## config.mk

```make
export PLATFORM = sky130hd
export DESIGN_NAME = plru_tree_unit
export DESIGN_NICKNAME = d
export VERILOG_FILES = /design/src/rtl/plru_pkg.sv /design/src/rtl/plru_tree_next.sv /design/src/rtl/plru_victim_walk.sv /design/src/rtl/plru_tree_store.sv /design/src/rtl/plru_tree_unit.sv
export SDC_FILE = /design/constraint.sdc
export NUM_CORES = 1
export LEC_CHECK = 0
export ABC_AREA = 1
export BUFFER_PORTS_ARGS = -buffer_cell sky130_fd_sc_hd__buf_4
export CAP_MARGIN = 10
export CORE_UTILIZATION = 49
export DETAILED_ROUTE_END_ITERATION = 12
export MAX_ROUTING_LAYER = met4
export PLACE_DENSITY = 0.65
export SLEW_MARGIN = 20
export SYNTH_ARGS = -nofsm -noshare
export SYNTH_HDL_FRONTEND = slang
export SYNTH_SLANG_ARGS = --single-unit
```

## constraint.sdc

```tcl
create_clock -name clk_i -period 4.3 [get_ports clk_i]
set_input_delay 0.86 -clock clk_i [delete_from_list [all_inputs] [get_ports clk_i]]
set_output_delay 0.86 -clock clk_i [all_outputs]
set_load 0.01 [all_outputs]
```

## src/rtl/plru_pkg.sv

```systemverilog
package plru_pkg;

   // Index width for a count, never below one bit.
   function automatic int unsigned idx_bits(input int unsigned n);
      return (n <= 1) ? 1 : $clog2(n);
   endfunction

   function automatic bit is_pow2(input int unsigned n);
      return (n != 0) && ((n & (n - 1)) == 0);
   endfunction

endpackage

```

## src/rtl/plru_tree_next.sv

```systemverilog
module plru_tree_next #(
   parameter int unsigned NUM_WAYS = 8,
   localparam int unsigned NODE_W  = NUM_WAYS - 1,
   localparam int unsigned WAY_W   = plru_pkg::idx_bits(NUM_WAYS),
   localparam int unsigned IDX_W   = plru_pkg::idx_bits(NODE_W),
   localparam int unsigned LEVELS  = $clog2(NUM_WAYS),
   localparam int unsigned BASE    = (NUM_WAYS - 1) / 2
) (
   input  logic [NODE_W-1:0] tree_i,
   input  logic [WAY_W-1:0]  way_i,
   output logic [NODE_W-1:0] tree_o
);

   logic [IDX_W-1:0] node;
   logic [IDX_W-1:0] parent;

   always_comb begin
      tree_o       = tree_i;
      node         = IDX_W'(BASE) + IDX_W'(way_i >> 1);
      parent       = '0;
      // leaf remembers which sibling was used: point at the other one
      tree_o[node] = ~way_i[0];
      for (int lvl = 1; lvl < int'(LEVELS); lvl++) begin
         parent         = (node - IDX_W'(1)) >> 1;
         tree_o[parent] = node[0];
         node           = parent;
      end
   end

endmodule

```

## src/rtl/plru_victim_walk.sv

```systemverilog
module plru_victim_walk #(
   parameter int unsigned NUM_WAYS = 8,
   localparam int unsigned NODE_W  = NUM_WAYS - 1,
   localparam int unsigned WAY_W   = plru_pkg::idx_bits(NUM_WAYS),
   localparam int unsigned IDX_W   = plru_pkg::idx_bits(NODE_W),
   localparam int unsigned LEVELS  = $clog2(NUM_WAYS),
   localparam int unsigned BASE    = (NUM_WAYS - 1) / 2
) (
   input  logic [NODE_W-1:0] tree_i,
   output logic [WAY_W-1:0]  victim_o
);

   logic [IDX_W-1:0] node;
   logic [WAY_W-1:0] pair;

   always_comb begin
      node = '0;
      for (int k = 0; k + 1 < int'(LEVELS); k++) begin
         node = tree_i[node] ? ((node << 1) + IDX_W'(2))
                             : ((node << 1) + IDX_W'(1));
      end
      pair     = WAY_W'(node - IDX_W'(BASE));
      victim_o = (pair << 1) | WAY_W'(tree_i[node]);
   end

endmodule

```

## src/rtl/plru_tree_store.sv

```systemverilog
module plru_tree_store #(
   parameter int unsigned NUM_SETS = 16,
   parameter int unsigned NODE_W   = 7,
   localparam int unsigned SET_W   = plru_pkg::idx_bits(NUM_SETS)
) (
   input  logic              clk_i,
   input  logic              rst_ni,
   input  logic              clr_i,
   input  logic              wr_en_i,
   input  logic [SET_W-1:0]  wr_set_i,
   input  logic [NODE_W-1:0] wr_tree_i,
   input  logic [SET_W-1:0]  rd_a_set_i,
   output logic [NODE_W-1:0] rd_a_tree_o,
   input  logic [SET_W-1:0]  rd_b_set_i,
   output logic [NODE_W-1:0] rd_b_tree_o
);

   logic [NODE_W-1:0] tree_q [NUM_SETS];

   for (genvar s = 0; s < int'(NUM_SETS); s++) begin : g_set
      always_ff @(posedge clk_i or negedge rst_ni) begin
         if (!rst_ni) begin
            tree_q[s] <= '0;
         end else if (clr_i) begin
            tree_q[s] <= '0;
         end else if (wr_en_i && (wr_set_i == SET_W'(s))) begin
            tree_q[s] <= wr_tree_i;
         end
      end
   end

   assign rd_a_tree_o = tree_q[rd_a_set_i];
   assign rd_b_tree_o = tree_q[rd_b_set_i];

endmodule

```

## src/rtl/plru_tree_unit.sv

```systemverilog
module plru_tree_unit #(
   parameter int unsigned NUM_SETS = 16,
   parameter int unsigned NUM_WAYS = 8,
   localparam int unsigned SET_W   = plru_pkg::idx_bits(NUM_SETS),
   localparam int unsigned WAY_W   = plru_pkg::idx_bits(NUM_WAYS)
) (
   input  logic             clk_i,
   input  logic             rst_ni,
   input  logic             clr_i,
   input  logic             upd_en_i,
   input  logic [SET_W-1:0] upd_set_i,
   input  logic [WAY_W-1:0] upd_way_i,
   input  logic [SET_W-1:0] vic_set_i,
   output logic [WAY_W-1:0] vic_way_o
);

   if (!plru_pkg::is_pow2(NUM_WAYS)) begin : g_bad_ways
      $error("plru_tree_unit: NUM_WAYS must be a power of two");
   end
   if (!plru_pkg::is_pow2(NUM_SETS) || NUM_SETS < 2) begin : g_bad_sets
      $error("plru_tree_unit: NUM_SETS must be a power of two, at least 2");
   end

   if (NUM_WAYS == 1) begin : g_single
      // one way: nothing to choose, no state kept
      logic unused_inputs;
      assign unused_inputs = ^{clk_i, rst_ni, clr_i, upd_en_i,
                               upd_set_i, upd_way_i, vic_set_i};
      assign vic_way_o = '0;
   end else begin : g_tree
      localparam int unsigned NODE_W = NUM_WAYS - 1;

      logic [NODE_W-1:0] cur_tree;
      logic [NODE_W-1:0] nxt_tree;
      logic [NODE_W-1:0] vic_tree;

      plru_tree_store #(
         .NUM_SETS (NUM_SETS),
         .NODE_W   (NODE_W)
      ) u_store (
         .clk_i       (clk_i),
         .rst_ni      (rst_ni),
         .clr_i       (clr_i),
         .wr_en_i     (upd_en_i),
         .wr_set_i    (upd_set_i),
         .wr_tree_i   (nxt_tree),
         .rd_a_set_i  (upd_set_i),
         .rd_a_tree_o (cur_tree),
         .rd_b_set_i  (vic_set_i),
         .rd_b_tree_o (vic_tree)
      );

      plru_tree_next #(
         .NUM_WAYS (NUM_WAYS)
      ) u_next (
         .tree_i (cur_tree),
         .way_i  (upd_way_i),
         .tree_o (nxt_tree)
      );

      plru_victim_walk #(
         .NUM_WAYS (NUM_WAYS)
      ) u_walk (
         .tree_i   (vic_tree),
         .victim_o (vic_way_o)
      );
   end

endmodule

```

== Word-level counts from Yosys, hierarchy flattened ==
Index checks and enable logic that the tools add are counted.
Word-level totals
  flip-flop bits (word level): 112
  output and inout port bits: 3
  word-level logic and storage cells: 140
Cells by class
  add/sub/neg operators: 6
  $lt $le $gt $ge: 10
  equal/unequal tests: 15
  muxes and demuxes: 53
  bitwise gates (word level): 4
  reduce and logical (&&, ||, !) cells: 36
Operators by type and width (count)
  2-to-1 mux 7 bit: 36
  binary-select mux 7 bit (select 4 bit): 2
  == test 4 bit, second input constant: 8
  nonzero test 2 bit: 16
  bitwise mux 7 bit: 3
  logical AND 1 bit: 19
  == test 4 x 3 -> 1 bit, second input constant: 4
  < comparator 3 x 4 -> 1 bit, second input constant: 3
  greater-or-equal comparator 5 bit, second input constant: 2
  NOT 4 -> 5 bit: 2
  == test 4 x 2 -> 1 bit, second input constant: 2
  < comparator 2 x 4 -> 1 bit, second input constant: 2
  binary-select mux 1 bit (select 3 bit): 2
  2-to-1 mux 1 bit: 5
  demux 1 bit (select 2 bit): 2
  == test 4 x 1 -> 1 bit, second input constant: 1
  greater-or-equal comparator 2 x 1 -> 1 bit, second input constant: 2
  logical NOT 4 bit: 1
  adder 2 x 2 -> 3 bit, first input constant: 1
  adder 3 x 1 -> 3 bit, second input constant: 1
  adder 3 x 2 -> 3 bit, second input constant: 1
  demux 1 bit (select 3 bit): 1
  greater-or-equal comparator 3 x 1 -> 1 bit, second input constant: 1
  2-to-1 mux 3 bit: 1
  other kinds (6): 6

== Longest topological paths before layout ==
  word-level depth: 11
  depth in mapped cells: 18
  depth with buffers taken out: 16

== Hierarchy ==
A second synthesis with hierarchy kept.
Second synthesis, totals
  cell total of the unflattened synthesis: 1072
  area total of the unflattened synthesis: 7025.5 µm²
By module, submodules not included
  plru_tree_store: times used 1, cells an instance 1010, area an instance 6730.2 µm², sequential area each 2802.7 µm²
  plru_tree_next: times used 1, cells an instance 46, area an instance 232.7 µm², sequential area each 0.0 µm²
  plru_victim_walk: times used 1, cells an instance 16, area an instance 62.6 µm², sequential area each 0.0 µm²

== Worst setup path after synthesis ==
OpenSTA, ideal clock, no wires.
  path type: input-to-output
  start: in vic_set_i[1]
  end: out vic_way_o[0]
  arrival: 2.527 ns
  data required time: 3.440 ns
  path slack: 0.913 ns
  stages on the path: 16
  path through: buf_2 -> inv_1 -> buf_2 -> nand3_1 -> nand3_1 -> nand3_1 -> nand2_1 -> inv_1 -> nand2_1 -> nand2_1 -> ha_1 -> inv_1 -> nand2_1 -> nor2_1 -> nor2_1 -> nor2_1
On the way
  word-level cells in the longest chain between the ends: 11
Ends and longest elaborated chain
  start, declared: RTL line plru_tree_unit.sv:13  | input logic [SET_W-1:0] vic_set_i,
  NOT 4 -> 5 bit (not written as such) *: RTL line plru_tree_store.sv:33  | assign rd_b_tree_o = tree_q[rd_b_set_i];
  binary-select mux 7 bit (select 4 bit) *: RTL line plru_tree_store.sv:33
  2-to-1 mux 7 bit (not written as such) * (2 in series): RTL line plru_tree_store.sv:33
  2-to-1 mux 2 bit: RTL line plru_victim_walk.sv:19  | node = tree_i[node] ? ((node << 1) + IDX_W'(2))
  binary-select mux 1 bit (select 3 bit): RTL line plru_victim_walk.sv:19
  2-to-1 mux 1 bit (not written as such): RTL line plru_victim_walk.sv:19
  2-to-1 mux 3 bit: RTL line plru_victim_walk.sv:19
  binary-select mux 1 bit (select 3 bit) *: RTL line plru_victim_walk.sv:23  | victim_o = (pair << 1) | WAY_W'(tree_i[node]);
  2-to-1 mux 1 bit (not written as such) *: RTL line plru_victim_walk.sv:23
  OR 3 x 1 -> 3 bit *: RTL line plru_victim_walk.sv:23
  end, declared: RTL line plru_tree_unit.sv:14  | output logic [WAY_W-1:0] vic_way_o
Mark *: on every way between the ends. The rest lies on a longest branch, timed or not. The select of a mux whose other input is x is not followed.

== Final worst setup path ==
  start: in vic_set_i[0]
  end: out vic_way_o[0]
The elaborated chain is that of the path after synthesis.

==> impl_results.md <==
- Status: complete, no violations
- Total number of vias: 7001
- # rows: 42
- Initial antenna violation count: 0
- Reg2Reg Depth: 8
- Post-CTS setup buffer count: 0
- Total CTS buffers: 9
- Total grt overflow: 0
- Clock power share: 30.7%
- Hold wc startpoint: g_tree.u_store.tree_q[51]
- PortBufs: 17
- F_max: 0.255 GHz
- Power Internal: 1.88 mW
- Layout net count: 989
- Pin count of the biggest net entering global routing: 80
- Sequential area share after synthesis: 41.1%
- CTS-repair resized insts: 0
- Hold buffers post-CTS: 0
- Ant diodes: 0
- Area of the core: 13400 um2
- Critical path class: primary input to output port
- Gate count of the mapped netlist: 967
- Final HPWL from detailed placement: 16100 um
- Power Dens Cells: 392 nW/um2
- Sink Count: 112
- Worst-case vdd ir drop: 298 uV
- Post-route DRC: 0
- Register Area: 2800 um2
- Setup crit start kind: primary input
- Share of layout cells above drive strength 1: 7.00%
- Fin worst setup slack: 380 ps
- Sw Ratio: 35.1%
- Hold path cells: 2
- Clk_lat worst skew: 370 ps
- Post-synth EDFFs: 0
- Final setup viols: 0
- Clk slew on worst S/H paths: 70 ps
- Mean Syn Cell Area: 7.05 um2
- Vias in the first global route: 6374
- Layout Skew: 8.65 ps
- GPL Wtd Cong: 0.980
- Slew @ Worst Pin: 1080 ps
- Final Slew Violations: 0
- Number of flip-flops under the largest register name: 112
- Worst EP arrival: 3060 ps
- Synth warn: 0
- Asr flop ratio synth: 100%
- Final hold vios: 0
- Capturing point of the worst reg2reg path: g_tree.u_store.tree_q[105]
- Worst hold path class: register to register
- Largest regs: g_tree.u_store.tree_q (112)
- Post-DRT Antenna Nets: 0
- Max_slew headroom: 28.2%
- Max FO, Critical Path: 30
- Overall global routing resource usage: 35.5%
- Clock buffer depth: 2
- WHS: 482 ps
- Reg2reg setup slack: 2220 ps
- Initial Util: 50.9%
- Synth Register Bits: 112
- CTS tree: done
- Switching pwr: 1.02 mW
- Die Y: 120 um
- Avg WL per Cell: 20.8 um
- Max_cap viols: 0
- Multi-input logic area: 3370 um2
- H-Tree Depth: 3
- Die ar.: 14400 um2
- Sequential Power Share: 44.0%
- Critical Path RT: 3440 ps
- Top reg by flops: g_tree.u_store.tree_q
- Area growth syn-to-layout: 8.40%
- First-pass GRT wire length: 36900 um
- CP endpoint kind: output port
- Routed WL: 23800 um
- CTS root buf: clkbuf_16
- Fin Setup TNS: 0 ps
- Filler cell count: 1354
- I/O pin count: 18
- DR iter-0 viols: 1096
- Die Wd: 120 um
- Min-Delay Endpoint: g_tree.u_store.tree_q[51]
- Pre-CTS setup slack: 436 ps
- Cell variety after synth: 27
- Tcrit/Tclk final: 91.2%
- R2R Path Start: g_tree.u_store.tree_q[91]
- Vias per cell: 6.10
- Syn nets: 990
- RSZ-0062 raised after global routing: false
- Fin crit period: 3920 ps
- LEAKAGE: 3.73 nW
- Top_reg_cell synth: dfrtp_1
- Combinational share of power: 25.3%
- Synth Cell Area: 6820 um2
- First drt pass iteration count: 8
## per-stage QoR
step | util [%] | instances | cell area (um2) | total power [mW]
after floorplan | - | 967 | 6820 | 1.74
after global placement | 52.9 | 1131 | 7090 | 1.99
after detailed placement | 52.9 | 1131 | 7090 | 2.00
after CTS | 55.2 | 1147 | 7390 | 2.88
after global routing | 55.2 | 1147 | 7390 | 3.03
final | 55.2 | 1147 | 7390 | 2.90
## worst max path at each step
stage | start | to | cells after the start
final | vic_set_i[0] | vic_way_o[0] | 17
after floorplan | vic_set_i[1] | vic_way_o[0] | 16
after global routing | vic_set_i[0] | vic_way_o[0] | 17
after CTS | vic_set_i[0] | vic_way_o[0] | 17
after detailed placement | vic_set_i[0] | vic_way_o[0] | 17
after global placement | vic_set_i[0] | vic_way_o[0] | 18
## routing by layer
layer | up-vias | track usage (%) | share of wire (%)
met2 | 478 | 48.2 | 41
met5 | - | - | 0
met4 | 0 | 13.6 | 3.3
met3 | 65 | 6.99 | 13
li1 | 3201 | - | -
met1 | 3257 | 51.6 | 43
## cell usage after synthesis, drive strengths merged (2+ instances only)
cell type / number / area share [%]
nand2: 287 / 16
nand3: 174 / 13
dfrtp: 112 / 41
inv: 96 / 5.3
o21ai: 87 / 6.6
a21oi: 47 / 3.4
a22oi: 34 / 3.7
buf: 33 / 3.0
nor2: 30 / 1.7
clkbuf: 16 / 0.88
o22ai: 14 / 1.3
clkinv: 9 / 0.50
ha: 8 / 1.5
o211ai: 8 / 0.88
a221oi: 3 / 0.39
or2: 3 / 0.28
xor2: 2 / 0.26
## cell type report
type                       instances  share of cell area [%]
timing repair buffer              37                    4.10
sequential                       112                    37.9
inverter                         105                    5.33
clock inverter                     5                   0.728
tap                              176                    2.98
multi-input combinational        701                    45.5
clock buffer                      11                    3.42
## power groups by stage
| stage | Combinational, mW | Clock [mW] | Sequential [mW] |
|---|---|---|---|
| 6_report | 0.733 | 0.891 | 1.27 |
| 5_1_grt | 0.805 | 0.936 | 1.29 |
| 4_1_cts | 0.714 | 0.898 | 1.27 |
| 3_5_place_dp | 0.714 | 0 | 1.29 |
| 3_3_place_gp | 0.706 | 0 | 1.29 |
| 2_1_floorplan | 0.477 | 0 | 1.26 |
## critical path, stage by stage
cell     delay (ps)
buf_4           130
inv_2           420
nand2_1         100
nand2_1          80
nand2_1          40
nand3_1          80
nand3_1         110
nand2_1         130
inv_1            60
nand2_1          60
nand2_1          70
ha_1            350
inv_1            80
o21ai_0         170
nor2_1           70
nor2_1          100
buf_4           130
## cell families (layout without fill, tap and decap cells)
group	after synthesis	in the layout	synth area share, %
AO/OA/AOI/OAI	195	195	16.5
XOR/XNOR	3	3	0.385
adder cells (fa/ha/maj)	8	8	1.47
buffers and inverters	154	158	9.67
flip-flops	112	112	41.1
multiplexers	1	1	0.147
AND/OR/NAND/NOR	494	494	30.7
## cells in the final DEF (no fill, tap or decap), types with 2 or more instances in the layout
master     instances
nand3_1          174
nor2_1            28
a21oi_1           46
dfrtp_1          112
ha_1               8
o22ai_1           14
or2_1              3
o211ai_1           8
buf_4             35
a22oi_1           34
o21ai_0           79
nor2_2             2
nand2_2            6
inv_1             91
inv_2              5
clkinv_1           9
clkbuf_8           2
buf_12             2
xor2_1             2
o21ai_1            7
nand2_1          281
clkbuf_16          9
a221oi_1           3
clkinv_2           3
Note: power is estimated with default switching activity, not from simulation.
